**src/rtl/pw_cap_pkg.sv**
```systemverilog
package pw_cap_pkg;
  // mode register bit positions
  localparam int unsigned MD_SNOOP = 20;
  localparam int unsigned MD_QFIE  = 8;
  localparam int unsigned MD_EIE   = 5;
  localparam int unsigned MD_CLRQ  = 1;
  localparam int unsigned MD_EN    = 0;
  // status register bit positions
  localparam int unsigned ST_QF    = 20;
  localparam int unsigned ST_TE    = 7;
  localparam int unsigned ST_QFI   = 4;
  localparam int unsigned ST_DISC  = 3;
  localparam int unsigned ST_BUSY  = 2;

  typedef enum logic [1:0] {
    PW_IGNORE  = 2'd0,
    PW_DROP    = 2'd1,
    PW_CAPTURE = 2'd2
  } pw_kind_e;
endpackage

```
**src/rtl/pw_rx_ctrl.sv**
```systemverilog
module pw_rx_ctrl
  import pw_cap_pkg::*;
#(
  parameter int unsigned DATA_W    = 32,
  parameter int unsigned MSG_WORDS = 16,
  localparam int unsigned IDX_W    = $clog2(MSG_WORDS),
  localparam int unsigned CNT_W    = $clog2(MSG_WORDS + 1)
) (
  input  logic              clk_i,
  input  logic              rst_ni,
  input  logic              pw_valid_i,
  input  logic [DATA_W-1:0] pw_data_i,
  input  logic              pw_last_i,
  input  logic              enable_i,
  input  logic              full_i,
  output logic              buf_we_o,
  output logic [IDX_W-1:0]  buf_idx_o,
  output logic [DATA_W-1:0] buf_wdata_o,
  output logic              fill_o,
  output logic              err_o,
  output logic              drop_o,
  output logic              busy_o
);
  localparam logic [CNT_W-1:0] WORDS_C = CNT_W'(MSG_WORDS);
  localparam logic [CNT_W-1:0] LAST_C  = CNT_W'(MSG_WORDS - 1);

  logic             in_pkt_q, busy_q;
  pw_kind_e         kind_q, kind_cur;
  logic [CNT_W-1:0] cnt_q, cnt_cur;
  logic             start, cap_beat;

  assign start = pw_valid_i & ~in_pkt_q;

  // admission is decided once, on the first beat
  always_comb begin
    kind_cur = kind_q;
    cnt_cur  = cnt_q;
    if (start) begin
      cnt_cur = '0;
      if (!enable_i)   kind_cur = PW_IGNORE;
      else if (full_i) kind_cur = PW_DROP;
      else             kind_cur = PW_CAPTURE;
    end
  end

  assign cap_beat    = pw_valid_i & (kind_cur == PW_CAPTURE);
  assign buf_we_o    = cap_beat & (cnt_cur < WORDS_C);
  assign buf_idx_o   = cnt_cur[IDX_W-1:0];
  assign buf_wdata_o = pw_data_i;
  assign fill_o      = cap_beat & pw_last_i & (cnt_cur == LAST_C);
  assign err_o       = cap_beat & pw_last_i & (cnt_cur != LAST_C);
  assign drop_o      = start & (kind_cur == PW_DROP);
  assign busy_o      = busy_q;

  always_ff @(posedge clk_i or negedge rst_ni) begin
    if (!rst_ni) begin
      in_pkt_q <= 1'b0;
      busy_q   <= 1'b0;
      kind_q   <= PW_IGNORE;
      cnt_q    <= '0;
    end else if (pw_valid_i) begin
      in_pkt_q <= ~pw_last_i;
      busy_q   <= (kind_cur == PW_CAPTURE) & ~pw_last_i;
      kind_q   <= kind_cur;
      cnt_q    <= (cnt_cur == WORDS_C) ? cnt_cur : cnt_cur + CNT_W'(1);
    end
  end

  AST_BUSY_ENDS: assert property (@(posedge clk_i) disable iff (!rst_ni)
    busy_q && pw_valid_i && pw_last_i |=> !busy_q);
endmodule

```
**src/rtl/pw_msg_buf.sv**
```systemverilog
module pw_msg_buf #(
  parameter int unsigned DATA_W    = 32,
  parameter int unsigned MSG_WORDS = 16,
  localparam int unsigned IDX_W    = $clog2(MSG_WORDS)
) (
  input  logic              clk_i,
  input  logic              rst_ni,
  input  logic              we_i,
  input  logic [IDX_W-1:0]  widx_i,
  input  logic [DATA_W-1:0] wdata_i,
  input  logic [IDX_W-1:0]  ridx_i,
  output logic [DATA_W-1:0] rdata_o
);
  logic [DATA_W-1:0] mem_q [MSG_WORDS];

  for (genvar w = 0; w < MSG_WORDS; w++) begin : g_word
    always_ff @(posedge clk_i or negedge rst_ni) begin
      if (!rst_ni)                            mem_q[w] <= '0;
      else if (we_i && widx_i == IDX_W'(w))  mem_q[w] <= wdata_i;
    end
  end

  assign rdata_o = mem_q[ridx_i];
endmodule

```
**src/rtl/pw_csr.sv**
```systemverilog
module pw_csr
  import pw_cap_pkg::*;
#(
  parameter int unsigned DATA_W = 32
) (
  input  logic              clk_i,
  input  logic              rst_ni,
  input  logic              reg_we_i,
  input  logic              reg_sel_i,
  input  logic [DATA_W-1:0] reg_wdata_i,
  input  logic              fill_i,
  input  logic              err_i,
  input  logic              drop_i,
  input  logic              busy_i,
  output logic              enable_o,
  output logic              full_o,
  output logic [DATA_W-1:0] mode_o,
  output logic [DATA_W-1:0] status_o,
  output logic              irq_o
);
  logic snoop_q, qfie_q, eie_q, en_q;
  logic qf_q, te_q, qfi_q, disc_q;
  logic mode_wr, stat_wr, clrq;
  logic unused_wdata;

  assign mode_wr = reg_we_i & ~reg_sel_i;
  assign stat_wr = reg_we_i &  reg_sel_i;
  assign clrq    = mode_wr & reg_wdata_i[MD_CLRQ];
  assign unused_wdata = ^reg_wdata_i;

  always_ff @(posedge clk_i or negedge rst_ni) begin
    if (!rst_ni) begin
      snoop_q <= 1'b0;
      qfie_q  <= 1'b0;
      eie_q   <= 1'b0;
      en_q    <= 1'b0;
    end else if (mode_wr) begin
      snoop_q <= reg_wdata_i[MD_SNOOP];
      qfie_q  <= reg_wdata_i[MD_QFIE];
      eie_q   <= reg_wdata_i[MD_EIE];
      en_q    <= reg_wdata_i[MD_EN];
    end
  end

  // hardware set wins over software clear on the same edge
  always_ff @(posedge clk_i or negedge rst_ni) begin
    if (!rst_ni) begin
      qf_q   <= 1'b0;
      te_q   <= 1'b0;
      qfi_q  <= 1'b0;
      disc_q <= 1'b0;
    end else begin
      if (fill_i)    qf_q <= 1'b1;
      else if (clrq) qf_q <= 1'b0;

      if (fill_i)                                   qfi_q <= 1'b1;
      else if (stat_wr && reg_wdata_i[ST_QFI])      qfi_q <= 1'b0;

      if (drop_i)                                   disc_q <= 1'b1;
      else if (stat_wr && reg_wdata_i[ST_DISC])     disc_q <= 1'b0;

      if (err_i)                                    te_q <= 1'b1;
      else if (stat_wr && reg_wdata_i[ST_TE] && !en_q) te_q <= 1'b0;
    end
  end

  always_comb begin
    mode_o           = '0;
    mode_o[MD_SNOOP] = snoop_q;
    mode_o[MD_QFIE]  = qfie_q;
    mode_o[MD_EIE]   = eie_q;
    mode_o[MD_EN]    = en_q;
    status_o          = '0;
    status_o[ST_QF]   = qf_q;
    status_o[ST_TE]   = te_q;
    status_o[ST_QFI]  = qfi_q;
    status_o[ST_DISC] = disc_q;
    status_o[ST_BUSY] = busy_i;
  end

  assign enable_o = en_q;
  assign full_o   = qf_q;
  assign irq_o    = (qfie_q & qfi_q) | (eie_q & te_q);

  AST_FILL_SETS_FLAGS: assert property (@(posedge clk_i) disable iff (!rst_ni)
    fill_i |=> qf_q && qfi_q);
  AST_CLRQ_EMPTIES: assert property (@(posedge clk_i) disable iff (!rst_ni)
    clrq && !fill_i |=> !qf_q);
  AST_DROP_FLAGGED: assert property (@(posedge clk_i) disable iff (!rst_ni)
    drop_i |=> disc_q);
  AST_TE_HELD_ENABLED: assert property (@(posedge clk_i) disable iff (!rst_ni)
    te_q && en_q |=> te_q);
endmodule

```
**src/rtl/pw_capture_unit.sv**
```systemverilog
module pw_capture_unit #(
  parameter int unsigned DATA_W    = 32,
  parameter int unsigned MSG_WORDS = 16,
  localparam int unsigned IDX_W    = $clog2(MSG_WORDS)
) (
  input  logic              clk_i,
  input  logic              rst_ni,
  input  logic              pw_valid_i,
  input  logic [DATA_W-1:0] pw_data_i,
  input  logic              pw_last_i,
  input  logic              reg_we_i,
  input  logic              reg_sel_i,
  input  logic [DATA_W-1:0] reg_wdata_i,
  output logic [DATA_W-1:0] mode_o,
  output logic [DATA_W-1:0] status_o,
  input  logic [IDX_W-1:0]  rd_idx_i,
  output logic [DATA_W-1:0] rd_data_o,
  output logic              irq_o
);
  logic              buf_we, fill, err, drop, busy, enable, full;
  logic [IDX_W-1:0]  buf_idx;
  logic [DATA_W-1:0] buf_wdata;

  pw_rx_ctrl #(.DATA_W(DATA_W), .MSG_WORDS(MSG_WORDS)) u_rx (
    .clk_i       (clk_i),
    .rst_ni      (rst_ni),
    .pw_valid_i  (pw_valid_i),
    .pw_data_i   (pw_data_i),
    .pw_last_i   (pw_last_i),
    .enable_i    (enable),
    .full_i      (full),
    .buf_we_o    (buf_we),
    .buf_idx_o   (buf_idx),
    .buf_wdata_o (buf_wdata),
    .fill_o      (fill),
    .err_o       (err),
    .drop_o      (drop),
    .busy_o      (busy)
  );

  pw_msg_buf #(.DATA_W(DATA_W), .MSG_WORDS(MSG_WORDS)) u_buf (
    .clk_i   (clk_i),
    .rst_ni  (rst_ni),
    .we_i    (buf_we),
    .widx_i  (buf_idx),
    .wdata_i (buf_wdata),
    .ridx_i  (rd_idx_i),
    .rdata_o (rd_data_o)
  );

  pw_csr #(.DATA_W(DATA_W)) u_csr (
    .clk_i       (clk_i),
    .rst_ni      (rst_ni),
    .reg_we_i    (reg_we_i),
    .reg_sel_i   (reg_sel_i),
    .reg_wdata_i (reg_wdata_i),
    .fill_i      (fill),
    .err_i       (err),
    .drop_i      (drop),
    .busy_i      (busy),
    .enable_o    (enable),
    .full_o      (full),
    .mode_o      (mode_o),
    .status_o    (status_o),
    .irq_o       (irq_o)
  );

  AST_NO_WRITE_WHEN_FULL: assert property (@(posedge clk_i) disable iff (!rst_ni)
    buf_we |-> !full);
  AST_IGNORED_SILENT: assert property (@(posedge clk_i) disable iff (!rst_ni)
    !enable && pw_valid_i && !busy |-> !buf_we);
endmodule

```
**config.mk**
```make
export PLATFORM = sky130hd
export DESIGN_NAME = pw_capture_unit
export DESIGN_NICKNAME = d
export VERILOG_FILES = /design/src/rtl/pw_cap_pkg.sv /design/src/rtl/pw_rx_ctrl.sv /design/src/rtl/pw_msg_buf.sv /design/src/rtl/pw_csr.sv /design/src/rtl/pw_capture_unit.sv
export SDC_FILE = /design/constraint.sdc
export NUM_CORES = 1
export LEC_CHECK = 0
export CORE_MARGIN = 2
export CORE_UTILIZATION = 30
export CTS_CLUSTER_DIAMETER = 50
export DETAILED_ROUTE_END_ITERATION = 8
export DONT_BUFFER_PORTS = 1
export MAX_ROUTING_LAYER = met4
export PLACE_DENSITY_LB_ADDON = 0.12
export SLEW_MARGIN = 15
export SYNTH_ARGS = -nofsm -noshare
export SYNTH_HDL_FRONTEND = slang
export SYNTH_HIERARCHICAL = 1
export SYNTH_SLANG_ARGS = --single-unit
```
**constraint.sdc**
```tcl
create_clock -name clk_i -period 2 [get_ports clk_i]
set_input_delay 0.2 -clock clk_i [delete_from_list [all_inputs] [get_ports clk_i]]
set_output_delay 0.2 -clock clk_i [all_outputs]
set_load 0.005 [all_outputs]
```
==> impl_metrics.toml <==
[setup_path]
critPathMaxStageDelay_ns = 0.38
end_kind = "flip-flop"
worstPathArrival_ns = 2.60
r2r_slack_ns = -0.13
cp_num_buf_inv = 3
slowest_stage = "dfrtp_1"
rr_startpoint = "u_csr/full_o$_DFFE_PN0P_"
critPathCapture = "u_buf/mem_q[270]$_DFFE_PN0P_"
critPathMostFrequentCell = "buf_6"
reg2reg_to = "u_buf/mem_q[270]$_DFFE_PN0P_"
criticalPathCategory = "reg2reg"
cp_cell_sequence = "nand2b_4 -> o21ai_4 -> and3_4 -> nand3b_1 -> buf_6 -> nor2_4 -> buf_6 -> clkbuf_16 -> mux2_4"
worstPathRequired_ns = 2.47
reg2regPathDepth = 9
crit_fanout = 4
path_depth = 9
start_kind = "flip-flop"
crit_family = "simple AND/OR/NAND/NOR gates"
cp-startpoint = "u_csr/full_o$_DFFE_PN0P_"

[timing]
slew_headroom_pct = 14.3
whs_ns = -0.686
finalCriticalPeriod_ns = 2.13
report.final.slew_viol_count = 0
tns_ns = -20.87
finClkSkew_ns = 0.0195
fmax_mhz = 470
setup_violations = 434
period_share_pct = 106
hold_viol = 529
fin_ws_ns = -0.127
rsz0062_at_grt = "true"
worst_slew_pin_slew_ns = 1.29

[logic_synthesis]
avgSynthCellArea_um2 = 15.4
ys_seq_area_share_pct = 54.3
syn_area_um2 = 24400
synthCells = 1582
ys_types = 39
synth_top_area_share_pct = 54.3
synth_area_leaders = "dfrtp_1, mux2_2, mux4_2"
async_flop_share_pct = 100
yosys.area.top_type = "dfrtp_1"
synthTopCellsByCount = "dfrtp_1, mux2_2, mux4_2"
ys_seq_elements = 529
synth_edf_count = 0
yosysWarnings = 6
synth.most_common_cell = "dfrtp_1"
ys.flop_type = "dfrtp_1"

[finish]
top_regs = "u_buf/mem_q x512, u_rx/cnt_q x5, u_rx/kind_q x2"
top_register = "u_buf/mem_q"
syn_to_final_growth_pct = 24.4
drive_gt1_share_pct = 55.1
final_cell_area_um2 = 30300
n_fill_cell = 7559
layout.nets = 1712
largest_reg_flops = 512

[global_routing]
grt_pass1_wl_mm = 98.2
grt_pass1_vias = 14593
grt_overflow = 0
grt_start_max_net_pins = 530
antenna_found_initial = 4
grt_usage_pct = 16.4

[cts]
cts_tree = "done"
clk_pin_slew_ns = 0.06
cts-root-buf = "clkbuf_16"
clock_sinks = 529
cts_buffer_depth = 3
numCtsBuffers = 74
cts_hold_buffers = 50
h-tree-depth = 3
clk-insertion-delay-late_ns = 0.60

[floorplan]
die_y_um = 289
core_um2 = 80400
die_area_um2 = 83500
num_rows = 104
io_pins = 171
die_width_um = 289
initial_core_util_pct = 30.3

[power]
p_leak_nw = 14.0
power.density_nw_per_um2 = 1050
ir_worst_vdd_mv = 0.584

[place]
dp_hpwl_mm = 33.2
port_buffers = 0
gp_congestion = 0.701
place_area_um2 = 25500

[drt]
viasPerCell = 4.95
drtIter0Drc = 703
num_vias = 13639
wl_per_cell_um = 25.0
drc = 0
totalWireLength_mm = 68.9
dr.pass1.iters = 4
antenna_left = 0

[flow_run]
cap_violations = 0

[status]
outcome = "finished, violations left"
violations = "hold timing, setup timing"

[min_path]
hp-class = "in2async"
[worst min-delay path by stage]
stage	start	end	slack (ns)
floorplan	rst_ni	u_buf/mem_q[0]$_DFFE_PN0P_	-0.1
global placement	rst_ni	u_csr/qfie_q$_DFFE_PN0P_	-0.08
detailed placement	rst_ni	u_csr/snoop_q$_DFFE_PN0P_	-0.08
CTS	rst_ni	u_buf/mem_q[219]$_DFFE_PN0P_	-0.73
global route	rst_ni	u_csr/snoop_q$_DFFE_PN0P_	-0.72
finish	rst_ni	u_csr/snoop_q$_DFFE_PN0P_	-0.69
[timing repair]
| item | CTS | global route |
|---|---|---|
| resized for setup | 100 | 141 |
| gates cloned | 9 | 18 |
| setup endpoints to repair | 544 | 544 |
| pin swaps | 26 | 15 |
| endpoints found under the hold margin | 1056 | 529 |
| buffers inserted | 17 | 5 |
[metrics by stage]
stage          power [mW]  setup slack [ns]  instances  hold slack, ns  util, %
6_report             31.9            -0.127       2754          -0.686     37.7
3_3_place_gp         17.7            -0.179       2526         -0.0842     31.8
2_1_floorplan        17.2            -0.147       1636         -0.0956        -
5_1_grt              33.5            -0.206       2754          -0.722     37.7
3_5_place_dp         17.9            -0.204       2526         -0.0843     31.8
4_1_cts              32.1            -0.123       2732          -0.732     36.5
[logic make-up (layout without fill, tap and decap cells)]
group / after synthesis / after routing / share of synthesized area [%]
and+or+nand+nor: 90 / 90 / 1.91
AOI/OAI and AO/OA: 84 / 84 / 2.53
DFF: 529 / 529 / 54.3
buffers and inverters: 233 / 288 / 5.47
adders and majority gates: 1 / 1 / 0.0514
other: 1 / 58 / 0.0154
muxes: 644 / 644 / 35.7
[where the power goes]
part	total [mW]	internal [mW]	switching, mW
combinational	4.70	3.14	1.56
sequential	13.7	12.7	0.971
clock	13.5	8.59	4.95
[per-layer routing]
layer	GRT usage, %	vias to the layer above	routed length (µm)
met2	25.4	239	32800
met5	-	-	0
met1	22.1	7485	31900
met4	4.12	0	1550
li1	-	5823	-
met3	3.06	92	2640
[worst reg2reg max path: stages (launching register included)]
cell,delay [ns]
dfrtp_1,0.38
nand2b_4,0.15
o21ai_4,0.15
and3_4,0.22
nand3b_1,0.12
buf_6,0.16
nor2_4,0.19
buf_6,0.16
clkbuf_16,0.17
mux2_4,0.30
[area by class of cell]
| class | count | area (µm²) | share of cell area [%] |
|---|---|---|---|
| Clock inverter | 31 | 433 | 1.43 |
| Antenna cell | 3 | 7.51 | 0.0248 |
| Inverter | 4 | 15.0 | 0.0496 |
| Timing Repair Buffer | 154 | 2260 | 7.46 |
| Clock buffer | 99 | 2110 | 6.97 |
| Multi-Input combinational cell | 874 | 10900 | 36.0 |
| Sequential cell | 529 | 13200 | 43.7 |
| Tap cell | 1060 | 1330 | 4.38 |
[placed cells by master (no fill, tap or decap), types with 5 or more instances in the layout]
cell type,instances
a22oi_2,21
bufinv_16,9
buf_4,29
clkbuf_16,93
nand3b_1,6
a22oi_1,43
a21o_1,6
nand3_1,5
dfrtp_1,528
mux2_4,157
buf_6,11
clkinvlp_4,6
mux2_2,356
nand2b_4,5
buf_16,9
dlygate4sd3_1,50
clkbuf_1,13
nor2_4,10
nand2_1,25
mux4_2,128
clkinv_2,8
buf_12,39
nand2_2,15
o21ai_0,5
clkbuf_8,8
conb_1,55
No activity file was read; power rests on OpenSTA's default activity.
